## src/rtl/kbdterm_pkg.sv

```systemverilog
package kbdterm_pkg;
  // Decoded per-cycle strobes passed from control to datapath
  typedef struct packed {
    logic rdKeyData;
    logic rdKeyStat;
    logic rdTermStat;
    logic termWrite;
  } kbdStrobes_t;
endpackage

```

## src/rtl/kbdterm_ctrl.sv

```systemverilog
module kbdterm_ctrl
  import kbdterm_pkg::*;
#(
  parameter int ADDR_W = 16,
  parameter logic [ADDR_W-1:0] BASE_ADDR = 16'hD010
) (
  input  logic              clk,
  input  logic              rst,
  input  logic [ADDR_W-1:0] busAddr,
  input  logic              busWe,
  output kbdStrobes_t       strb
);
  localparam logic [ADDR_W-1:0] KEY_DATA_ADDR = BASE_ADDR;
  localparam logic [ADDR_W-1:0] KEY_STAT_ADDR = BASE_ADDR + ADDR_W'(1);
  localparam logic [ADDR_W-1:0] TERM_ADDR     = BASE_ADDR + ADDR_W'(2);

  always_comb begin
    strb            = '0;
    strb.rdKeyData  = !busWe && (busAddr == KEY_DATA_ADDR);
    strb.rdKeyStat  = !busWe && (busAddr == KEY_STAT_ADDR);
    strb.rdTermStat = !busWe && (busAddr == TERM_ADDR);
    strb.termWrite  =  busWe && (busAddr == TERM_ADDR);
  end


  term_write_only_on_we_chk: assert property (@(posedge clk) disable iff (rst)
    strb.termWrite |-> (busWe && busAddr == TERM_ADDR));


  strobe_exclusive_chk: assert property (@(posedge clk) disable iff (rst)
    $onehot0({strb.rdKeyData, strb.rdKeyStat, strb.rdTermStat, strb.termWrite}));
endmodule

```

## src/rtl/kbdterm_dp.sv

```systemverilog
module kbdterm_dp
  import kbdterm_pkg::*;
#(
  parameter int  DATA_W    = 8,
  parameter bit  FOLD_CASE = 1'b1
) (
  input  logic              clk,
  input  logic              rst,
  input  kbdStrobes_t       strb,
  input  logic [DATA_W-1:0] busWrData,
  input  logic [DATA_W-1:0] keyCode,
  input  logic              termReady,
  output logic [DATA_W-1:0] busRdData,
  output logic              keyAck,
  output logic              termWe,
  output logic [DATA_W-2:0] termChar
);
  localparam int MSB = DATA_W - 1;
  localparam logic [DATA_W-1:0] PEND_MASK = DATA_W'(1) << MSB;
  localparam logic [DATA_W-1:0] LOW_FIRST = PEND_MASK | DATA_W'(8'h61);
  localparam logic [DATA_W-1:0] LOW_LAST  = PEND_MASK | DATA_W'(8'h7A);
  localparam logic [DATA_W-1:0] CASE_GAP  = DATA_W'(8'h20);

  logic [DATA_W-1:0] keyFolded;
  logic              unusedWrMsb;

  generate
    if (FOLD_CASE) begin : g_fold
      always_comb
        keyFolded = (keyCode >= LOW_FIRST && keyCode <= LOW_LAST) ? keyCode - CASE_GAP : keyCode;
    end else begin : g_nofold
      always_comb keyFolded = keyCode;
    end
  endgenerate

  always_ff @(posedge clk) begin
    if (rst) begin
      busRdData <= '0;
      keyAck    <= 1'b0;
    end else if (strb.rdKeyData) begin
      busRdData <= keyFolded;
      keyAck    <= keyCode[MSB];
    end else if (strb.rdKeyStat) begin
      busRdData <= keyCode & PEND_MASK;
      keyAck    <= 1'b0;
    end else if (strb.rdTermStat) begin
      busRdData <= {!termReady, {(DATA_W-1){1'b0}}};
    end else begin
      busRdData <= '0;
    end
  end

  assign termWe      = strb.termWrite;
  assign termChar    = busWrData[MSB-1:0];
  assign unusedWrMsb = busWrData[MSB];


  ack_rise_source_chk: assert property (@(posedge clk) disable iff (rst)
    $rose(keyAck) |-> ($past(strb.rdKeyData) && $past(keyCode[MSB])));


  ack_cleared_by_status_chk: assert property (@(posedge clk) disable iff (rst)
    strb.rdKeyStat |=> !keyAck);


  term_status_low_bits_chk: assert property (@(posedge clk) disable iff (rst)
    strb.rdTermStat |=> (busRdData[MSB-1:0] == '0));


  idle_read_zero_chk: assert property (@(posedge clk) disable iff (rst)
    !(strb.rdKeyData || strb.rdKeyStat || strb.rdTermStat) |=> (busRdData == '0 && $stable(keyAck)));
endmodule

```

## src/rtl/kbdterm_port.sv

```systemverilog
module kbdterm_port
  import kbdterm_pkg::*;
#(
  parameter int ADDR_W = 16,
  parameter int DATA_W = 8,
  parameter logic [ADDR_W-1:0] BASE_ADDR = 16'hD010,
  parameter bit FOLD_CASE = 1'b1
) (
  input  logic              clk,
  input  logic              rst,
  input  logic [ADDR_W-1:0] busAddr,
  input  logic [DATA_W-1:0] busWrData,
  input  logic              busWe,
  output logic [DATA_W-1:0] busRdData,
  input  logic [DATA_W-1:0] keyCode,
  output logic              keyAck,
  input  logic              termReady,
  output logic              termWe,
  output logic [DATA_W-2:0] termChar
);
  kbdStrobes_t strb;

  kbdterm_ctrl #(.ADDR_W(ADDR_W), .BASE_ADDR(BASE_ADDR)) ctrl_i (
    .clk(clk), .rst(rst), .busAddr(busAddr), .busWe(busWe), .strb(strb)
  );

  kbdterm_dp #(.DATA_W(DATA_W), .FOLD_CASE(FOLD_CASE)) dp_i (
    .clk(clk), .rst(rst), .strb(strb), .busWrData(busWrData),
    .keyCode(keyCode), .termReady(termReady), .busRdData(busRdData),
    .keyAck(keyAck), .termWe(termWe), .termChar(termChar)
  );
endmodule

```

## config.mk

```make
export PLATFORM = sky130hd
export DESIGN_NAME = kbdterm_port
export DESIGN_NICKNAME = d
export VERILOG_FILES = /design/src/rtl/kbdterm_pkg.sv /design/src/rtl/kbdterm_ctrl.sv /design/src/rtl/kbdterm_dp.sv /design/src/rtl/kbdterm_port.sv
export SDC_FILE = /design/constraint.sdc
export NUM_CORES = 1
export LEC_CHECK = 0
export BUFFER_PORTS_ARGS = -buffer_cell sky130_fd_sc_hd__buf_2
export CAP_MARGIN = 20
export CORE_MARGIN = 10
export CORE_UTILIZATION = 32
export CTS_CLUSTER_DIAMETER = 60
export DETAILED_ROUTE_END_ITERATION = 10
export PLACE_DENSITY_LB_ADDON = 0.08
export SKIP_CTS_REPAIR_TIMING = 1
export SYNTH_ARGS = -nofsm -noshare
export SYNTH_HDL_FRONTEND = slang
export SYNTH_SLANG_ARGS = --single-unit
```

## constraint.sdc

```tcl
create_clock -name clk -period 2 [get_ports clk]
set_clock_uncertainty 0.2 [all_clocks]
set_input_delay 0.3 -clock clk [delete_from_list [all_inputs] [get_ports clk]]
set_output_delay 0.3 -clock clk [all_outputs]
set_load 0.05 [all_outputs]
```

After elaboration in Yosys (flattened, before gate mapping):

Index checks and enable logic that the tools add are counted.

* register bits: 9
* bits of input ports: 36
* output and inout bits: 17
* word-level logic and storage cells: 22

* add/subtract/negate cells: 1
* magnitude comparators: 2
* equal/unequal tests: 3
* mux-type cells: 6
* reduce and logical (&&, ||, !) cells: 8

Operators by type and width (count)
* 16-bit == test (second input constant): 3
* 8-bit 2-to-1 mux: 4
* 8-bit greater-or-equal comparator (second input constant): 1
* 8-bit <= comparator (second input constant): 1
* 8-bit by 6-bit subtractor with 8-bit output (second input constant): 1
* 1-bit logical AND: 5
* 1-bit logical NOT: 2
* 1-bit 2-to-1 mux: 2
* 2-bit nonzero test: 1

Longest topological paths before layout:

Gate-level depths: netlist (run 1).

* depth in word-level cells: 5
* mapped depth: 5
* mapped depth without buffers: 5

Hierarchy:

Synthesis (run 1) repeated with hierarchy kept, for this count alone.

* cells, all modules: 56
* area, all modules: 523.0 µm²

By module, submodules not included
* kbdterm_dp: instances 1, cells an instance 43, area each 405.4 µm², sequential area each 180.2 µm²
* kbdterm_ctrl: instances 1, cells an instance 13, area each 117.6 µm², sequential area each 0.0 µm²

Least setup slack after synthesis (run 1):

No wires, ideal clock.

* path kind: input to output
* start: input busAddr[6]
* end: output termWe
* data arrival time: 1873 ps
* required time: 1500 ps
* setup slack: -373 ps
* stages: 3
* buffers on the path: 0
* path through: nor4_2 > nand4_2 > nor3_1

* word-level cells in the longest chain between the ends: 2

RTL lines
* start: declaration: line kbdterm_port.sv:11 `input logic [ADDR_W-1:0] busAddr,`
* 16-bit == test: line kbdterm_ctrl.sv:22 `strb.termWrite = busWe && (busAddr == TERM_ADDR);`
* 1-bit logical AND: line kbdterm_ctrl.sv:22
* end: declaration: line kbdterm_port.sv:18 `output logic termWe,`

Every way passes these cells.

Worst setup path after layout (run 1):

Ends and elaborated chain as after synthesis.

==> metrics.txt, run 1 <==
outcome finished clean; most common cell in the netlist dfxtp_1; GR Util All Layers 0.08797; fraction of registers with async set/reset 0; worst-margin pin slew 357.9 ps; YS warnings 0; crit path launch type input pin; largest net degree at the start of global routing 8; Top cell by count, worst path buf_2; top-area cell type share of the netlist area 0.3692; Top Family by Delay on Critical Path simple AND/OR/NAND/NOR gates; number of fill cells 167; Placer Congestion 0.6766; worst-path cell chain buf_2 > nor4_2 > nand4_2 > nor3_2 > buf_2; Cells after Synth 50; Final #Nets 122; LEAKAGE 0.0003613 uW; CP required 1500 ps; remaining global-route overflow 0; Synth Net Count 87; dpl ws 112.9 ps; Final Critical Period 1856 ps; PwrDens 554.1 mW/mm^2; Hold WC Path Type input pin to register; flops & latches, synth 9; Clock Path Buffers 2; P&R area growth vs syn 37.69%; Worst-path clk slew 70 ps; DRC Markers 0; first-pass GRT wire length 2.394 mm; area leader, netlist dfxtp_1; clk_lat worst skew 260 ps; Synth Cell Area 488.0 um^2; core area 0.001471 mm^2; Crit Path Category input pin to output pin; share of layout cells above drive strength 1 0.5476; chip height 59.05 um; Vias per Instance 4.860; initial DRC count 1; Fmax achieved 538.9 MHz; worst path bufs/invs 2; Critical Path Max Stage Delay 290 ps; DIE AREA 0.003487 mm^2; CP max FO 5; largest cells by area after synthesis dfxtp_1 (37%), buf_4 (11%), and2_1 (6.4%), nor4b_4 (4.9%), or4_1 (4.6%); CTS tree done; Port Buf Inserts 37; initial antenna violation count 0; CP arrival 1360 ps; number of setup violations in the final report 0; wire per inst 15.22 um; Die Wd 59.05 um; setup TNS 0 ps; post-route clock period utilization 0.9278; RSZ-0062 raised after global routing false; n_diodes 0; DRT antenna net count 0; # H-tree levels 1; initial core utilization 0.3316; Final WS setup 144.4 ps; Seq/Total Area, Yosys 0.3692; endpoints failing hold 0; root buf cell clkbuf_4; # rows 14; io pins 53; vias in the first global route 474; synth cell count leaders dfxtp_1 (9), buf_4 (7), and2_1 (5); CP max stage cell nor4_2; clk sinks 9; max-slew violation count 0; Syn Area/Cell 9.759 um^2; CTS buffer count 3; slew margin rel. 0.7604; post-synthesis cell type count 23; routed vias 486; Post-synth EDFFs 0; router iterations before antenna repair 2; final WL 1.522 mm; maxcap violations 0; worst vdd ir 0.0003732 V; HPWL Detailed 1.376 mm; critical path endpoint category output pin; main flop type after synthesis dfxtp_1
worst paths after layout:
| check | to | depth (start not counted) | start | slack, ps |
|---|---|---|---|---|
| worst min register to register | dp_i.keyAck | 2 | dp_i.keyAck | 270 |
| worst min-delay path | dp_i.keyAck | 2 | rst | 10 |
| worst max-delay path | termWe | 5 | busAddr[6] | 140 |
| worst max register to register | dp_i.keyAck | 2 | dp_i.keyAck | 1230 |
kinds of logic (layout without fill, tap and decap cells):
family,count (synthesis),after routing,synth area share
adder cells (fa/ha/maj),1,1,0.02564
AO/OA/AOI/OAI,8,8,0.1154
buffers and inverters,10,44,0.1308
flip-flops,9,9,0.3692
AND/OR/NAND/NOR,22,22,0.3590
power by group:
part	switching (uW)	internal (uW)	total (uW)
combinational	22.8	27.7	50.6
sequential	0.000225	179	179
clock	65.7	76.9	143
registers in the layout, summed over array words and instances, names as in the netlist:
signal          cells
dp_i.busRdData      8
dp_i.keyAck         1
routing by layer:
layer / track usage / vias up / share of wire
met5: 0 / - / 0
met4: 0.02295 / 0 / 0.0026
met3: 0.08798 / 2 / 0.19
met2: 0.1426 / 28 / 0.48
met1: 0.07448 / 212 / 0.33
li1: - / 244 / -
per-stage QoR:
step / util / instance area, um^2 / cells / hold slack (ps) / total power (uW)
after floorplan: - / 493.0 / 50 / 169.1 / 235.5
after global placement: 0.4388 / 645.6 / 96 / 262.9 / 233.5
after detailed placement: 0.4388 / 645.6 / 96 / 260.3 / 234.0
after CTS: 0.4566 / 671.9 / 100 / 8.625 / 378.0
after global routing: 0.4566 / 671.9 / 100 / 17.23 / 393.5
final: 0.4566 / 671.9 / 100 / 12.36 / 372.3
cell usage in the layout, fill, tap and decap left out, types with 2 or more instances in the layout:
cell type / count
clkbuf_4: 3
nand2_1: 2
o211a_1: 2
dfxtp_1: 9
a21oi_1: 3
and2_1: 5
buf_2: 37
inv_1: 3
or4_1: 3
area by class of cell:
type	instances	area, um^2	area share
clock buffer	4	26.28	0.03911
multi-input combinational	31	249.0	0.3706
tap	16	20.02	0.02980
sequential	9	180.2	0.2682
timing repair buffer	37	185.2	0.2756
inverter	3	11.26	0.01676
worst reg2reg max path: stages (launching register included):
cell and delay (ps):
dfxtp_1 310, o31ai_1 60, a21oi_1 90
No activity file was read; power rests on OpenSTA's default activity.
==> run 2: changes to the inputs <==
--- a/config.mk
+++ b/config.mk
@@ -8,11 +8,12 @@
 export BUFFER_PORTS_ARGS = -buffer_cell sky130_fd_sc_hd__buf_2
 export CAP_MARGIN = 20
 export CORE_MARGIN = 10
-export CORE_UTILIZATION = 32
+export CORE_UTILIZATION = 34
 export CTS_CLUSTER_DIAMETER = 60
 export DETAILED_ROUTE_END_ITERATION = 10
 export PLACE_DENSITY_LB_ADDON = 0.08
 export SKIP_CTS_REPAIR_TIMING = 1
 export SYNTH_ARGS = -nofsm -noshare
 export SYNTH_HDL_FRONTEND = slang
+export SYNTH_HIERARCHICAL = 1
 export SYNTH_SLANG_ARGS = --single-unit
==> metrics.txt, run 2 <==
clk sinks 9 (unchanged); P&R area growth vs syn 39.00%; critical path endpoint category output pin; worst-path cell chain buf_2 > nor4b_4 > nand4_2 > buf_4 > nor2_1 > clkbuf_4; DRC Markers 0 (unchanged); Most flops, register dp_i/busRdData; number of fill cells 161 (-3.6%); # H-tree levels 1 (unchanged); CP arrival 1370 ps (about the same); Final #Nets 131 (+7.4%); Vias per Instance 4.670 (-3.9%); Syn Area/Cell 9.339 um^2 (-4.3%); root buf cell clkbuf_4; Placer Congestion 0.7865 (+16%); post-route clock period utilization 0.9332 (+0.005382); max-slew violation count 0 (unchanged); clk_lat worst skew 250 ps (about the same); router iterations before antenna repair 2 (unchanged); CTS tree done; chip height 59.22 um (+0.29%); routed vias 509 (+4.7%); Post-synth EDFFs 0 (unchanged); Top Registers dp_i/busRdData x8, dp_i/keyAck x1; Clock Path Buffers 2 (unchanged); CP max FO 3 (-2); CTS buffer count 3 (unchanged); initial DRC count 3 (+2); final WL 1.412 mm (-7.2%); Synth Net Count 93 (+6.9%); fraction of registers with async set/reset 0 (unchanged); initial antenna violation count 0 (unchanged); Crit Path Category input pin to output pin; max reg flops 8 (unchanged); remaining global-route overflow 0 (unchanged); Worst-path clk slew 50 ps (-20 ps); synth cell count leaders dfxtp_1 (9), buf_4 (8), nor2_1 (6), and2_1 (4); GR Util All Layers 0.08519 (-0.002781); slew margin rel. 0.8217 (+0.06133); Final Core Density 0.4882 (+0.03160); placed cell area 698.2 um^2 (+8.1%); io pins 53 (unchanged); Seq/Total Area, Yosys 0.3445 (-0.02473); FF+latch area 180.2 um^2 (unchanged); CP max stage cell nor4b_4; Hold WC Path Type input pin to register; Finished Cell Area 726.9 um^2 (+8.2%); # rows 14 (unchanged); YS warnings 6 (+6); largest cells by area after synthesis dfxtp_1 (34%), buf_4 (11%), and2_1 (4.8%), nor4b_4 (4.5%), nor2_1 (4.3%); RSZ-0062 raised after global routing false; wire per inst 12.95 um (-15%); flops & latches, synth 9 (unchanged); main flop type after synthesis dfxtp_1; PwrDens 497.3 mW/mm^2 (-10%); Port Buf Inserts 37 (unchanged); share of layout cells above drive strength 1 0.5269 (-0.02074); most common cell in the netlist dfxtp_1; HPWL Detailed 1.299 mm (-5.6%); n_diodes 0 (unchanged); commonest non-fill, non-tap cell in the layout buf_2; post-synthesis cell type count 26 (+13%); Fmax achieved 535.8 MHz (-0.58%); largest net degree at the start of global routing 6 (-2); initial core utilization 0.3513 (+0.01963); Critical Path Max Stage Delay 310 ps (+20 ps); vias in the first global route 526 (+11%); LEAKAGE 0.0003811 uW (+5.5%); Multi-input gate area 271.5 um^2 (+9.0%); area leader, netlist dfxtp_1; worst-margin pin slew 265.0 ps (-92.87 ps); Final Critical Period 1866 ps (+10.76 ps); maxcap violations 0 (unchanged); outcome finished clean; first-pass GRT wire length 2.304 mm (-3.8%); endpoints failing hold 0 (unchanged); CP required 1500 ps (about the same); Die Wd 59.22 um (+0.29%); setup TNS 0 ps (unchanged); DRT antenna net count 0 (unchanged); Synth Cell Area 523.0 um^2 (+7.2%); worst vdd ir 0.0003722 V (-0.29%); crit path launch type input pin; Cells after Synth 56 (+12%); commonest cells after routing, fill and taps aside buf_2 (36), dfxtp_1 (9), nor2_1 (6); core area 0.001489 mm^2 (+1.2%); top-area cell type share of the netlist area 0.3445 (-0.02473); number of setup violations in the final report 0 (unchanged); DIE AREA 0.003507 mm^2 (+0.58%)
## run 2: area by class of cell
class,count,share of cell area
multi-input combinational,36,0.3735
timing repair buffer,41,0.2995
sequential,9,0.2478
clock buffer,4,0.03614
tap,16,0.02754
inverter,3,0.01549
## run 2: path summary, 6_finish.rpt
kind                                   from  cells after the start  slack (ps)                end
worst max-delay path             busAddr[5]                      6         130             termWe
worst min-delay path                    rst                      2          40  dp_i/busRdData[7]
worst max register to register  dp_i/keyAck                      3        1100        dp_i/keyAck
worst min register to register  dp_i/keyAck                      3         430        dp_i/keyAck
## run 2: report_power, final
part | switching (uW) | internal (uW)
Sequential | 0.000213 | 179
Clock | 56.6 | 76.4
Combinational | 22.5 | 26.6
## run 2: worst max-delay path: cells and delay by family
| family | cells | cell delay [ps] |
|---|---|---|
| buf+inv | 3 | 500 |
| simple gates | 3 | 560 |
## run 2: logic make-up (layout without fill, tap and decap cells)
family / Yosys count / after routing / synth area share
compound gates: 7 / 7 / 0.1005
fa+ha+maj: 1 / 1 / 0.02392
buf+inv: 11 / 48 / 0.1364
flops: 9 / 9 / 0.3445
mux: 1 / 1 / 0.01914
simple gates: 27 / 27 / 0.3756
## run 2: per-stage QoR
step,cells,total power [uW],hold WS (ps),setup slack (ps)
after global routing,109,382.2,48.40,12.94
after detailed placement,105,232.9,301.0,-70.50
after global placement,105,231.8,298.5,-77.19
after floorplan,56,233.0,172.4,145.5
after CTS,109,370.5,26.07,78.90
final,109,361.5,35.98,133.7
## run 2: metal layers
layer	global-route usage	wire length, um	part of all wire
met5	0	0	0
met4	0.03607	12	0.0085
met3	0.05365	155	0.11
met2	0.1412	709	0.50
met1	0.08203	535	0.38
==> run 3: changes to the inputs <==
--- a/config.mk
+++ b/config.mk
@@ -8,7 +8,7 @@
 export BUFFER_PORTS_ARGS = -buffer_cell sky130_fd_sc_hd__buf_2
 export CAP_MARGIN = 20
 export CORE_MARGIN = 10
-export CORE_UTILIZATION = 34
+export CORE_UTILIZATION = 30
 export CTS_CLUSTER_DIAMETER = 60
 export DETAILED_ROUTE_END_ITERATION = 10
 export PLACE_DENSITY_LB_ADDON = 0.08
==> constraint.sdc (replaced) <==
create_clock -name clk -period 1.64 [get_ports clk]
set_clock_uncertainty 0.2 [all_clocks]
set_input_delay 0.246 -clock clk [delete_from_list [all_inputs] [get_ports clk]]
set_output_delay 0.246 -clock clk [all_outputs]
set_load 0.05 [all_outputs]
==> metrics.txt, run 3 (synthesis gave the netlist of run 2 again) <==
outcome finished, violations left; violated checks negative setup slack; worst-path cell chain buf_6 > nor4b_4 > nand4_2 > nor3b_2 > nor2b_4 > nor2_1 > o2111a_1 > a211oi_1; Critical Path Max Stage Delay 300 ps (about the same); CP required 1610 ps (+110 ps); routed vias 533 (+4.7%); final WL 1.592 mm (+13%); commonest non-fill, non-tap cell in the layout buf_2; Top Registers dp_i/busRdData x8, dp_i/keyAck x1; R2R setup slack 760 ps (-340 ps); number of fill cells 188 (+17%); Die Wd 61.76 um (+4.3%); critical path endpoint category register; router iterations before antenna repair 3 (+1); Crit Path Category input pin to register; final std cells w/o fill 113 (+3.7%); Comb pwr share 0.161 (+0.025); Flop pwr share 0.480 (-0.016); hold path depth 2 (unchanged); # H-tree levels 1 (unchanged); CP startpoint busAddr[5]; DRT antenna net count 0 (unchanged); number of setup violations in the final report 1 (+1); commonest cells after routing, fill and taps aside buf_2 (33), dfxtp_1 (9), buf_4 (6); LEAKAGE 0.0004051 uW (+6.3%); Worst R2R End dp_i/keyAck; beginning of the worst hold path keyCode[2]; io pins 53 (unchanged); initial antenna violation count 0 (unchanged); R2R depth 3 (unchanged); Final WS setup -0.1483 ps (-133.8 ps); Placer Congestion 0.6740 (-14%); post-route clock period utilization 1.000; chip height 61.76 um (+4.3%); max-slew violation count 0 (unchanged); crit path launch type input pin; clk sinks 9 (unchanged); CP max stage cell nor4b_4; Post-Place Cells 108 (+2.9%); CP max FO 3 (unchanged); Port Buf Inserts 37 (unchanged); largest net degree at the start of global routing 6 (unchanged); placed cell area 724.4 um^2 (+3.8%); Clk pwr share 0.359 (-0.009); worst path bufs/invs 1 (-2); remaining global-route overflow 0 (unchanged); n_diodes 0 (unchanged); clk_lat worst skew 250 ps (about the same); CTS buffer count 3 (unchanged); # rows 15 (+1); max reg flops 8 (unchanged); HPWL Detailed 1.431 mm (+10%); CP arrival 1610 ps (+240 ps); vias in the first global route 536 (+1.9%); Hold WC Path Type input pin to register; Final #Nets 134 (+2.3%); Finished Cell Area 793.3 um^2 (+9.1%); endpoints failing hold 0 (unchanged); first-pass GRT wire length 2.380 mm (+3.3%); initial core utilization 0.3096 (-0.04163); DRC Markers 0 (unchanged); r2r startpoint dp_i/keyAck; hold_ws 26.09 ps (-9.888 ps); P&R area growth vs syn 51.67%; Worst-path clk slew 60 ps (about the same); switching power 101.4 uW (+28%); Pwr Total 455.5 uW (+26%); initial DRC count 4 (+1); sw frac 0.2226 (+0.003588); PwrDens 574.2 mW/mm^2 (+15%); DIE AREA 0.003814 mm^2 (+8.7%); Clock Path Buffers 2 (unchanged); RSZ-0062 raised after global routing true; Fmax achieved 609.7 MHz; Top Family by Delay on Critical Path simple AND/OR/NAND/NOR gates; GR Util All Layers 0.08461 (-0.0005762); worst-margin pin slew 335.7 ps (+70.64 ps); slew margin rel. 0.7752 (-0.04651); wire per inst 14.09 um (+8.8%); Final Critical Period 1640 ps; Final Core Density 0.4696 (-0.01860); CTS tree done; hold worst-path end dp_i/busRdData[2]; maxcap violations 0 (unchanged); worst vdd ir 0.0005084 V (+37%); Most flops, register dp_i/busRdData; Int Power 354.1 uW (+25%); share of layout cells above drive strength 1 0.5729 (+0.04603); root buf cell clkbuf_4; core area 0.001689 mm^2 (+13%); Vias per Instance 4.717 (+1.0%)
[run 3: metrics by stage]
stage / setup WS, ps / setup TNS, ps
floorplan: -85.16 / -85.16
global placement: -289.3 / -1987
detailed placement: -313.0 / -2079
CTS: -69.55 / -113.3
global route: -103.5 / -463.8
finish: -0.1483 / -0.1483
[run 3: worst max path at each step]
stage                         to  cells past startpoint
6_report       dp_i/busRdData[7]                      8
5_1_grt        dp_i/busRdData[7]                      8
4_1_cts                   termWe                      5
3_5_place_dp   dp_i/busRdData[7]                      8
3_3_place_gp   dp_i/busRdData[7]                      8
2_1_floorplan  dp_i/busRdData[7]                      7
[run 3: power by group through the flow]
stage	Clock, uW	Sequential [uW]	Combinational (uW)
global route	188	218	81.7
finish	163	219	73.5
global placement	0	223	66.2
detailed placement	0	223	66.6
floorplan	0	223	60.7
CTS	172	219	67.0
[run 3: routing by layer]
metal	wire (um)	up-vias	track usage
met3	281	0	0.08740
li1	-	273	-
met5	0	-	0
met2	746	30	0.1318
met4	0	0	0.01911
met1	564	230	0.07576
[run 3: worst reg2reg max path, stage by stage (launching register included)]
cell and delay, ps:
dfxtp_1 300, nor3b_1 130, a21oi_1 110, nor2_1 50
[run 3: layout make-up]
type	instances	area (um^2)	area share
clock buffer	4	26.28	0.03312
inverter	3	11.26	0.01420
timing repair buffer	44	265.3	0.3344
multi-input combinational	36	289.0	0.3644
sequential	9	180.2	0.2271
tap	17	21.27	0.02681
